===== config.mk =====
export PLATFORM = sky130hd
export DESIGN_NAME = irq_level_resolver
export DESIGN_NICKNAME = d
export VERILOG_FILES = /design/src/rtl/irq_level_resolver.sv
export SDC_FILE = /design/constraint.sdc
export NUM_CORES = 1
export LEC_CHECK = 0
export ABC_AREA = 1
export BUFFER_PORTS_ARGS = -buffer_cell sky130_fd_sc_hd__buf_2
export CORE_MARGIN = 3
export CORE_UTILIZATION = 49
export CTS_BUF_LIST = sky130_fd_sc_hd__clkbuf_8
export CTS_CLUSTER_SIZE = 28
export DETAILED_ROUTE_END_ITERATION = 6
export HOLD_SLACK_MARGIN = 0.15
export PLACE_DENSITY = 0.9
export SYNTH_ARGS = -nofsm -noshare
export SYNTH_HDL_FRONTEND = slang
export SYNTH_SLANG_ARGS = --single-unit

===== constraint.sdc =====
create_clock -name clk -period 8.7 [get_ports clk]
set_input_delay 0 -clock clk [delete_from_list [all_inputs] [get_ports clk]]
set_output_delay 0 -clock clk [all_outputs]
set_load 0.02 [all_outputs]

===== src/rtl/irq_level_resolver.sv =====
module irq_level_resolver #(
  parameter int SUM_W    = 32,
  parameter int SW_LO    = 4,
  parameter int SW_CNT   = 15,
  parameter int EXT_LO   = 20,
  parameter int EXT_CNT  = 12,
  parameter int LVL_W    = 5,
  parameter int IPL_IN_W = 8,
  parameter int IPL_RST  = 31
) (
  input  logic                clk,
  input  logic                rst_n,
  input  logic                sw_req_we,
  input  logic [SUM_W-1:0]    sw_req_wdata,
  input  logic [SUM_W-1:0]    ext_irq,
  input  logic                ipl_we,
  input  logic [IPL_IN_W-1:0] ipl_wdata,
  input  logic                check_req,
  input  logic                exc_return,
  output logic                trap_o,
  output logic [SUM_W-1:0]    sw_req_q,
  output logic [LVL_W-1:0]    ipl_q,
  output logic [SUM_W-1:0]    summary_q,
  output logic [LVL_W-1:0]    int_id_q
);

  localparam logic [SUM_W-1:0] SW_MASK  = SUM_W'(((64'd1 << SW_CNT) - 64'd1) << SW_LO);
  localparam logic [SUM_W-1:0] EXT_MASK = SUM_W'(((64'd1 << EXT_CNT) - 64'd1) << EXT_LO);

  logic             armed;
  logic [LVL_W-1:0] cand_lvl;
  logic [SUM_W-1:0] summary_now;
  logic             take;

  always_comb begin
    cand_lvl = '0;
    for (int i = 0; i < SW_CNT; i++)
      if (sw_req_q[SW_LO+i]) cand_lvl = LVL_W'(i + 1);
    for (int i = 0; i < EXT_CNT; i++)
      if (ext_irq[EXT_LO+i]) cand_lvl = LVL_W'(EXT_LO + i);
  end

  assign summary_now = sw_req_q | (ext_irq & EXT_MASK);
  assign take        = armed && (cand_lvl != '0) && (cand_lvl > ipl_q);

  always_ff @(posedge clk or negedge rst_n) begin
    if (!rst_n) begin
      sw_req_q  <= '0;
      ipl_q     <= LVL_W'(IPL_RST);
      armed     <= 1'b0;
      trap_o    <= 1'b0;
      summary_q <= '0;
      int_id_q  <= '0;
    end else begin
      if (sw_req_we) sw_req_q <= sw_req_wdata & SW_MASK;
      if (ipl_we)    ipl_q    <= ipl_wdata[LVL_W-1:0];
      armed  <= check_req | exc_return;
      trap_o <= take;
      if (take) begin
        summary_q <= summary_now;
        int_id_q  <= cand_lvl;
      end
    end
  end

  p_ipl_low_bits_r2: assert property (@(posedge clk) disable iff (!rst_n)
    ipl_we |=> ipl_q == $past(ipl_wdata[LVL_W-1:0]));

  p_trap_above_ipl_r6: assert property (@(posedge clk) disable iff (!rst_n)
    $rose(trap_o) |-> int_id_q > $past(ipl_q));

  p_hold_when_idle_r7: assert property (@(posedge clk) disable iff (!rst_n)
    !trap_o |-> ($stable(summary_q) && $stable(int_id_q)));

  p_summary_nonzero_r5: assert property (@(posedge clk) disable iff (!rst_n)
    trap_o |-> summary_q != '0);

  p_trap_needs_arm_r8: assert property (@(posedge clk) disable iff (!rst_n)
    trap_o |-> $past(armed));

  p_sw_field_r1: assert property (@(posedge clk) disable iff (!rst_n)
    sw_req_we |=> (sw_req_q & ~SW_MASK) == '0);

endmodule


==> metrics, run 1 <==
global-route wire length before repair=12.0 mm; number of flops mapped to enable cells by yosys=0; post-CTS setup-driven buffer insertion count=0; total standard cell area after synthesis=0.00271 sq mm; Post-synth top flop=sky130_fd_sc_hd__dfrtp_1; via count of the first global-routing pass=2603; WS Path Type=reg2reg; Comb pwr share=31.7%; required time of the worst setup path=8.89 ns; number of rows created at floorplan=26; die area=0.00645 sq mm; leading cell type in the layout, fill and taps excluded=sky130_fd_sc_hd__nand2_1; number of warning messages in the yosys log=0; library cell contributing the largest single delay on the critical path=sky130_fd_sc_hd__nor2_2; post-synthesis compound-gate area fraction=5.55%; worst IR drop on VDD=122 uV; violation count after the first detailed-routing iteration=130; proportion of total power due to net switching=36.2%; number of hold violations in the final report=0; max-cap violations=0; CTS tree=done; Chip Width=80.3 microns; initial antenna violation count=0; die outline height=80.3 microns; Switch Pwr=0.246 mW; TritonCTS Buffers=5; Post-Synth XOR/XNOR Area=0%; type of the most critical hold path=in2reg; setup TNS after final layout=0 ns; largest buffer count on any clock path=2; combinational family with the most area after synthesis=simple AND/OR/NAND/NOR gates; Post-layout nets=551; count of state elements after synthesis=54; Synth Instances=328; global placement routability congestion=0.765; run status=complete, no violations; CP endpoint kind=flip-flop; share of cell area taken by muxes after synthesis=0.832%; highest attainable clock frequency=252 MHz; total wirelength of the detailed-routed design=7.44 mm; proportion of synthesized flip-flops having asynchronous set or reset=100%; global-route usage over all layers=23.9%; arrival time worst endpoint=4.16 ns; largest fanout on the critical path=33; Area Growth Syn to Fin=38.4%; area of the core=0.00524 sq mm; total area of sequential cells=0.00136 sq mm; global route total overflow=0; Detailed Routing Iterations Pass 1=4; power per unit of standard cell area=181 mW/mm^2; time the worst path needs with I/O delays and setup=3.97 ns; static leakage=2.03 nW; Core Util, Final=71.6%; starting density of the core=51.7%; clock latency of the later-clocked register in the worst-skew pair=0.31 ns; CTS H-Tree Depth=2; Worst slew margin=46.2%; Final setup violation count=0; cell internal pwr=0.433 mW; crit-path max cell delay=0.63 ns; total via count in the routed design=2607; final setup skew=0.0146 ns; highest-count cells in the layout ignoring fill and taps=109 x sky130_fd_sc_hd__nand2_1, 90 x sky130_fd_sc_hd__buf_2, 55 x sky130_fd_sc_hd__dlygate4sd3_1, 49 x sky130_fd_sc_hd__dfrtp_1, 37 x sky130_fd_sc_hd__nand3_1; CTS Root Cell=sky130_fd_sc_hd__clkbuf_8; setup repair after global routing missed its margin=false; DRC viols=0; PostCTS Resize Cnt=0; fraction of the yosys area taken by sequential cells=50.1%; clock-pin transition on the worst setup and hold timing paths=0.09 ns; sequential share of power=46.4%; average footprint of a synthesized cell=8.25 sq um; routed via count divided by cell count=4.84; basic-gate share of the synthesized area counting and, or, nand and nor cells=27.4%; clk sinks=54; Final Cycle Share=45.7%; most frequent cell on the critical path=sky130_fd_sc_hd__nand2_1; placed wire-length estimate after detailed placement=4.53 mm; Adder-Cell Fraction of Synth Area=2.31%; share of total power in the clock network=21.9%; count of buffers inserted at the top-level ports=90; maximum number of pins on one net before global-route repair=55; number of filler instances in the final layout=415; layout cells sized above 1=26.4%; slew of the pin with the lowest slew margin=0.806 ns; WL/cell=13.8 microns; Unique masters post-synth=29; area of combinational cells with multiple inputs=0.00106 sq mm; number of diodes=0; residual antenna-violating net count after detailed routing=0; type of element launching the critical path=flip-flop; Max Slew Vio Count=0; Ports=153
critical path, delay by kind of cell (launching register included):
kind            cells  cell delay (ns)
flops               1             0.41
buf+inv             3             0.48
simple gates       31             2.68
fa+ha+maj           1             0.18
compound gates      1             0.09
power by group through the flow:
stage,sequential [mW],clock (mW),combinational [mW]
3_3_place_gp,0.317,0,0.187
6_report,0.315,0.149,0.215
5_1_grt,0.320,0.166,0.235
4_1_cts,0.314,0.153,0.212
3_5_place_dp,0.318,0,0.191
2_1_floorplan,0.364,0,0.0855
metal layers:
metal | share of wire, % | GRT usage [%] | vias up
met4 | 2.6 | 7.26 | 0
met2 | 53 | 44.0 | 112
met3 | 5.8 | 3.81 | 19
met1 | 38 | 28.2 | 1213
li1 | - | - | 1263
met5 | 0 | 0 | -
synth_stat cells, types with 2 or more instances:
master / instances / area (sq um)
sky130_fd_sc_hd__inv_2: 2 / 7.51
sky130_fd_sc_hd__ha_1: 5 / 62.6
sky130_fd_sc_hd__dfrtp_1: 49 / 1230
sky130_fd_sc_hd__nor2_1: 8 / 30.0
sky130_fd_sc_hd__nand2_2: 10 / 62.6
sky130_fd_sc_hd__nand2_1: 109 / 409
sky130_fd_sc_hd__dfstp_2: 5 / 131
sky130_fd_sc_hd__mux2_2: 2 / 22.5
sky130_fd_sc_hd__nor4_1: 3 / 18.8
sky130_fd_sc_hd__buf_2: 3 / 15.0
sky130_fd_sc_hd__nor3_1: 2 / 10.0
sky130_fd_sc_hd__buf_4: 22 / 165
sky130_fd_sc_hd__nand3_1: 37 / 185
sky130_fd_sc_hd__clkbuf_1: 7 / 26.3
sky130_fd_sc_hd__buf_6: 2 / 22.5
sky130_fd_sc_hd__o21ai_0: 19 / 95.1
sky130_fd_sc_hd__inv_1: 31 / 116
cell type report:
type | instances | share of cell area [%]
well taps | 70 | 2.34
clock inverters | 2 | 0.467
inverters | 33 | 3.30
clock buffers | 6 | 2.20
multi-input cells | 227 | 28.4
repair buffers | 147 | 27.1
flip-flops and latches | 54 | 36.2
what timing repair did:
item | in CTS | in global routing
endpoints found under the hold margin | 83 | 0
hold buffers | 55 | 0
endpoints found under the setup margin | 0 | 0
metrics by stage:
step	area (sq um)	setup WS, ns	power (mW)	std cells	hold slack [ns]
2_1_floorplan	2790	5.73	0.450	349	-0.296
3_3_place_gp	3100	4.84	0.504	476	0.157
6_report	3750	4.73	0.679	539	0.170
3_5_place_dp	3100	4.79	0.509	476	0.171
4_1_cts	3750	4.75	0.679	539	0.150
5_1_grt	3750	4.18	0.721	539	0.192
state kept, by name, summed over array words and instances, names as in the netlist:
name,cells
armed,1
int_id_q,5
ipl_q,5
summary_q,27
sw_req_q,15
trap_o,1
logic make-up (layout without fill, tap and decap cells):
kind of cell / Yosys count / after routing
buffers and inverters: 68 / 188
multiplexers: 2 / 2
AND/OR/NAND/NOR: 172 / 172
adder cells (fa/ha/maj): 5 / 5
other: 1 / 22
AO/OA/AOI/OAI: 26 / 26
flip-flops: 54 / 54
worst paths after layout:
kind	start	endpoint	slack, ns	cells after the start
max in group asynchronous	rst_n	sw_req_q[17]$_DFFE_PN0P_	7.88	3
worst max-delay path	sw_req_q[5]$_DFFE_PN0P_	summary_q[7]$_DFFE_PN0P_	4.73	36
worst min register to register	summary_q[25]$_DFFE_PN0P_	summary_q[25]$_DFFE_PN0P_	0.48	2
worst max register to register	sw_req_q[5]$_DFFE_PN0P_	summary_q[7]$_DFFE_PN0P_	4.73	36
worst min-delay path	sw_req_we	sw_req_q[6]$_DFFE_PN0P_	0.17	3
min in group asynchronous	rst_n	sw_req_q[14]$_DFFE_PN0P_	0.36	3
(Power assumes the default switching activity.)
==> run 2: changes to the inputs <==
- CORE_UTILIZATION: 49 -> 46
- PLACE_DENSITY: 0.9 -> 0.85
- clock period: 8.7 -> 4.1 ns (I/O delays scaled with it)
==> metrics, run 2 (same netlist as run 1, synthesis figures left out) <==
starting density of the core=48.3% (-3.4 points); power per unit of standard cell area=395 mW/mm^2 (+120%); setup TNS after final layout=0 ns (unchanged); global placement routability congestion=0.775 (+1.2%); number of diodes=0 (unchanged); Detailed Routing Iterations Pass 1=5 (+1); crit-path max cell delay=0.41 ns (-0.22 ns); slew of the pin with the lowest slew margin=0.673 ns (-0.132 ns); Reg2Reg Launch Point=sw_req_q[5]$_DFFE_PN0P_; Chip Width=82.7 microns (+3.0%); Post-layout nets=550 (-0.18%); most frequent cell on the critical path=sky130_fd_sc_hd__nand2_1; leading cell type in the layout, fill and taps excluded=sky130_fd_sc_hd__nand2_1; WS Path Type=reg2reg; total via count in the routed design=2553 (-2.1%); time the worst path needs with I/O delays and setup=3.19 ns (-0.779 ns); critical path launch point=sw_req_q[5]$_DFFE_PN0P_; last element of the critical path=summary_q[7]$_DFFE_PN0P_; worst setup slack for register-to-register paths=0.91 ns (-3.82 ns); TritonCTS Buffers=5 (unchanged); Ports=153 (unchanged); CTS Root Cell=sky130_fd_sc_hd__clkbuf_8; layout cells sized above 1=26.5% (+0.056 points); arrival time worst endpoint=3.44 ns (-0.72 ns); routed via count divided by cell count=4.73 (-2.3%); Area Growth Syn to Fin=38.8%; highest attainable clock frequency=313 MHz (+24%); largest buffer count on any clock path=2 (unchanged); CTS tree=done; violation count after the first detailed-routing iteration=127 (-2.3%); Worst slew margin=55.1% (+8.9 points); total wirelength of the detailed-routed design=6.89 mm (-7.4%); area of combinational cells with multiple inputs=0.00106 sq mm (unchanged); area of the core=0.00561 sq mm (+7.1%); total area of sequential cells=0.00136 sq mm (unchanged); FF-to-FF End=summary_q[7]$_DFFE_PN0P_; non-filler cells, final=540 (+0.19%); worst IR drop on VDD=274 uV (+130%); final setup skew=0.0177 ns (+0.00303 ns); number of flip-flops under the largest register name=27 (unchanged); type of element launching the critical path=flip-flop; CP endpoint kind=flip-flop; type of the most critical hold path=in2reg; global-route wire length before repair=10.9 mm (-9.2%); number of rows created at floorplan=27 (+3.8%); clock latency of the later-clocked register in the worst-skew pair=0.31 ns (about the same); WL/cell=12.8 microns (-7.6%); Final Cycle Share=77.9% (+32 points); max-cap violations=0 (unchanged); DRC viols=0 (unchanged); largest fanout on the critical path=33 (unchanged); clk sinks=54 (unchanged); register with the most flip-flops=summary_q; setup repair after global routing missed its margin=false; clock-pin transition on the worst setup and hold timing paths=0.09 ns (about the same); initial antenna violation count=0 (unchanged); maximum number of pins on one net before global-route repair=55 (unchanged); die outline height=82.7 microns (+3.0%); CTS H-Tree Depth=2 (unchanged); number of hold violations in the final report=0 (unchanged); post-CTS setup-driven buffer insertion count=0 (unchanged); global route total overflow=0 (unchanged); Final setup violation count=0 (unchanged); total instance count after detailed placement=478 (+0.42%); residual antenna-violating net count after detailed routing=0 (unchanged); library cell contributing the largest single delay on the critical path=sky130_fd_sc_hd__dfrtp_1; via count of the first global-routing pass=2397 (-7.9%); die area=0.00684 sq mm (+6.0%); required time of the worst setup path=4.34 ns (-4.55 ns); run status=complete, no violations; static leakage=2.03 nW (+0.23%); count of buffers inserted at the top-level ports=90 (unchanged); highest-count cells in the layout ignoring fill and taps=109 x sky130_fd_sc_hd__nand2_1, 90 x sky130_fd_sc_hd__buf_2, 54 x sky130_fd_sc_hd__dlygate4sd3_1, 49 x sky130_fd_sc_hd__dfrtp_1, 37 x sky130_fd_sc_hd__nand3_1; Max Slew Vio Count=0 (unchanged); Top Registers=summary_q x27, sw_req_q x15; placed wire-length estimate after detailed placement=4.54 mm (about the same); global-route usage over all layers=21.2% (-2.7 points); number of filler instances in the final layout=460 (+11%); logic depth of the worst register-to-register path=35 (-2.8%)
run 2: cell types whose count changed in the layout (fill, tap and decap cells not counted), sizes merged:
cell	change
inv	+1
dlygate4sd3	-1
clkbuf	-1
bufinv	+1
clkinv	-1
run 2: timing repair:
action | CTS | global route
endpoints found under the setup margin | 0 | 0
resized for setup | 0 | 0
hold buffers | 54 | 0
hold endpoints to repair | 83 | 0
run 2: cell type report:
| cell class | instances | area share [%] |
|---|---|---|
| clock buffer | 5 | 1.83 |
| sequential | 54 | 36.1 |
| clock inverter | 3 | 1.27 |
| multi-input combinational | 227 | 28.3 |
| timing repair buffer | 146 | 26.8 |
| tap | 72 | 2.40 |
| inverter | 33 | 3.30 |
run 2: per-layer routing:
metal  routed length, microns  part of all wire (%)  GRT usage [%]  vias to the layer above
met5                        0                     0              0                        -
met4                      147                   2.1           7.52                        0
met3                      405                   5.9           4.45                       16
met2                     3540                    51           36.1                       89
met1                     2800                    41           26.5                     1176
li1                         -                     -              -                     1272
run 2: where the power goes:
group | internal, mW | switching [mW] | total, mW | leakage (nW)
clock | 0.185 | 0.179 | 0.365 | 0.0587
sequential | 0.614 | 0.0544 | 0.669 | 0.643
combinational | 0.165 | 0.285 | 0.450 | 1.33
run 2: worst min-delay path by stage:
stage                                      to      start  slack [ns]  depth (start not counted)
finish                sw_req_q[7]$_DFFE_PN0P_  sw_req_we        0.16                          3
global route          sw_req_q[7]$_DFFE_PN0P_  sw_req_we        0.19                          3
CTS                   sw_req_q[7]$_DFFE_PN0P_  sw_req_we        0.15                          3
detailed placement  summary_q[11]$_DFFE_PN0P_      rst_n        0.17                          2
global placement             trap_o$_DFF_PN0_      rst_n        0.16                          2
floorplan                     armed$_DFF_PN0_      rst_n       -0.30                          0
run 2: stage by stage:
step	hold slack, ns	cell area [sq um]	power (mW)	setup WS [ns]	utilization, %
2_1_floorplan	-0.296	2790	0.954	1.13	-
3_3_place_gp	0.162	3100	1.07	0.952	55.3
3_5_place_dp	0.172	3100	1.08	0.942	55.3
4_1_cts	0.150	3760	1.49	0.905	67.0
5_1_grt	0.189	3760	1.57	0.387	67.0
6_report	0.162	3760	1.48	0.905	67.0
run 2: critical path: cells and delay by family, from the launching register on:
| family | cells | cell delay, ns |
|---|---|---|
| compound gates | 1 | 0.28 |
| fa+ha+maj | 1 | 0.27 |
| buf+inv | 3 | 0.16 |
| flops | 1 | 0.41 |
| simple gates | 30 | 1.99 |
==> run 3: changes to the inputs <==
- CORE_UTILIZATION: 46 -> 41
- PLACE_DENSITY: 0.85 -> 0.8
- clock period: 4.1 -> 2.85 ns (I/O delays scaled with it)
==> metrics, run 3 (same netlist as run 1, synthesis figures left out) <==
power per unit of standard cell area=541 mW/mm^2 (+37%); number of filler instances in the final layout=457 (-0.65%); Final WS setup=-0.212 ns (-1.12 ns); highest-count cells in the layout ignoring fill and taps=90 x sky130_fd_sc_hd__buf_2, 83 x sky130_fd_sc_hd__nand2_1, 48 x sky130_fd_sc_hd__dfrtp_1, 47 x sky130_fd_sc_hd__dlygate4sd3_1, 32 x sky130_fd_sc_hd__nand2_2; Final setup violation count=33 (+33); number of flip-flops under the largest register name=27 (unchanged); library cell contributing the largest single delay on the critical path=sky130_fd_sc_hd__dfrtp_2; arrival time worst endpoint=3.31 ns (-0.13 ns); placed wire-length estimate after detailed placement=5.18 mm (+14%); die outline height=87.3 microns (+5.5%); number of hold violations in the final report=0 (unchanged); largest fanout on the critical path=7 (-79%); clock-pin transition on the worst setup and hold timing paths=0.10 ns (about the same); final setup skew=0.00610 ns (-0.0116 ns); WS Path Type=reg2reg; Chip Width=87.3 microns (+5.5%); CTS tree=done; time the worst path needs with I/O delays and setup=3.06 ns (-0.132 ns); logic depth of the worst register-to-register path=37 (+5.7%); leading cell type in the layout, fill and taps excluded=sky130_fd_sc_hd__buf_2; instance count on the critical path=37 (+5.7%); total instance count after detailed placement=505 (+5.6%); global-route wire length before repair=13.5 mm (+24%); Area Growth Syn to Fin=58.4%; register with the most flip-flops=summary_q; CP endpoint kind=flip-flop; CTS Root Cell=sky130_fd_sc_hd__clkbuf_8; starting density of the core=43.9% (-4.4 points); type of the most critical hold path=in2reg; residual antenna-violating net count after detailed routing=0 (unchanged); slew of the pin with the lowest slew margin=0.613 ns (-0.0604 ns); most frequent cell on the critical path=sky130_fd_sc_hd__nand2_1; total area of sequential cells=0.00136 sq mm (about the same); total via count in the routed design=2848 (+12%); run status=complete, but fails checks; count of buffers inserted at the top-level ports=90 (unchanged); area of combinational cells with multiple inputs=0.00129 sq mm (+21%); global route total overflow=0 (unchanged); via count of the first global-routing pass=2842 (+19%); crit-path max cell delay=0.42 ns (about the same); Post-layout nets=579 (+5.3%); total non-filler cell area in the finished layout=0.00429 sq mm (+14%); setup repair after global routing missed its margin=true; global-route usage over all layers=22.8% (+1.6 points); number of diodes=0 (unchanged); WHS Path Cells=3 (unchanged); die area=0.00762 sq mm (+11%); total wirelength of the detailed-routed design=8.64 mm (+26%); type of element launching the critical path=flip-flop; Ports=153 (unchanged); static leakage=2.29 nW (+13%); area of the core=0.00617 sq mm (+10%); Core Util, Final=69.6% (+2.6 points); placed cell area=0.00331 sq mm (+6.9%); Crit path buffers/inverters=5 (+2); crit-path leading delay family=simple AND/OR/NAND/NOR gates; CTS H-Tree Depth=2 (unchanged); Detailed Routing Iterations Pass 1=5 (unchanged); Top Registers=summary_q x27, sw_req_q x15; number of rows created at floorplan=28 (+3.7%); DRC viols=0 (unchanged); largest buffer count on any clock path=2 (unchanged); required time of the worst setup path=3.10 ns (-1.24 ns); violated checks=negative setup slack; non-filler cells, final=572 (+5.9%); highest attainable clock frequency=327 MHz (+4.3%); initial antenna violation count=0 (unchanged); WL/cell=15.1 microns (+18%); Max Slew Vio Count=0 (unchanged); routed via count divided by cell count=4.98 (+5.3%); violation count after the first detailed-routing iteration=146 (+15%); worst IR drop on VDD=360 uV (+32%); global placement routability congestion=0.831 (+7.3%); layout cells sized above 1=41.4% (+15 points); clock latency of the later-clocked register in the worst-skew pair=0.31 ns (about the same); max-cap violations=0 (unchanged); Final Cycle Share=107% (+30 points); maximum number of pins on one net before global-route repair=30 (-45%); TritonCTS Buffers=5 (unchanged); clk sinks=54 (unchanged); Worst slew margin=59.1% (+4.0 points)
run 3: cell count changes in the layout (fill, tap and decap cells not counted), moves of 4 or more:
cell and change:
sky130_fd_sc_hd__nand2_2 +22, sky130_fd_sc_hd__nand2_1 -26, sky130_fd_sc_hd__dlygate4sd3_1 -7, sky130_fd_sc_hd__nand3_2 +11, sky130_fd_sc_hd__buf_12 +4, sky130_fd_sc_hd__buf_6 +4
sky130_fd_sc_hd__buf_4 +25, sky130_fd_sc_hd__nand3_1 -12
run 3: repair_timing:
item                                   in CTS  in global routing
endpoints found under the hold margin      59                  0
cloned                                      3                  1
setup endpoints to repair                  33                 33
gates resized for setup                    38                 29
pin swaps                                  12                 18
hold buffers                               47                  0
buffers inserted                            9                  2
run 3: cell type report:
cell class,count,share of cell area [%]
well taps,75,2.19
multi-input cells,227,30.0
inverters,33,2.89
flip-flops and latches,54,31.7
clock buffers,8,2.57
repair buffers,175,30.7
run 3: layer usage:
metal	track usage (%)	wire length (microns)
met1	28.9	3470
met2	37.9	4320
met3	5.01	573
met4	8.79	282
met5	0	0
run 3: final timing paths:
path                                            from                        end  slack [ns]
max                          sw_req_q[5]$_DFFE_PN0P_  summary_q[27]$_DFFE_PN0P_       -0.21
min in group asynchronous                      rst_n  summary_q[17]$_DFFE_PN0P_        0.23
min reg2reg                summary_q[21]$_DFFE_PN0P_  summary_q[21]$_DFFE_PN0P_        0.48
max in group asynchronous                      rst_n    sw_req_q[5]$_DFFE_PN0P_        1.79
max reg2reg                  sw_req_q[5]$_DFFE_PN0P_  summary_q[27]$_DFFE_PN0P_       -0.21
min                                        sw_req_we   sw_req_q[17]$_DFFE_PN0P_        0.17
run 3: through the flow:
step	hold slack (ns)	setup WS (ns)	power, mW	TNS (ns)
6_report	0.171	-0.212	2.32	-5.65
3_5_place_dp	0.0412	-0.151	1.62	-4.27
3_3_place_gp	0.0323	-0.111	1.60	-2.75
2_1_floorplan	-0.296	-0.00621	1.37	-0.0552
5_1_grt	0.212	-0.435	2.44	-13.81
4_1_cts	0.156	-0.0914	2.27	-1.44
run 3: where the power goes:
group	internal, mW	total, mW	switching [mW]
combinational	0.360	0.856	0.497
clock	0.246	0.491	0.245
sequential	0.885	0.972	0.0875
run 3: worst reg2reg max path: cells and delay by family (launching register included):
kind	cells	cell delay, ns
buffers and inverters	5	0.44
DFF	1	0.42
AOI/OAI and AO/OA	1	0.26
adders and majority gates	1	0.25
and+or+nand+nor	30	1.62
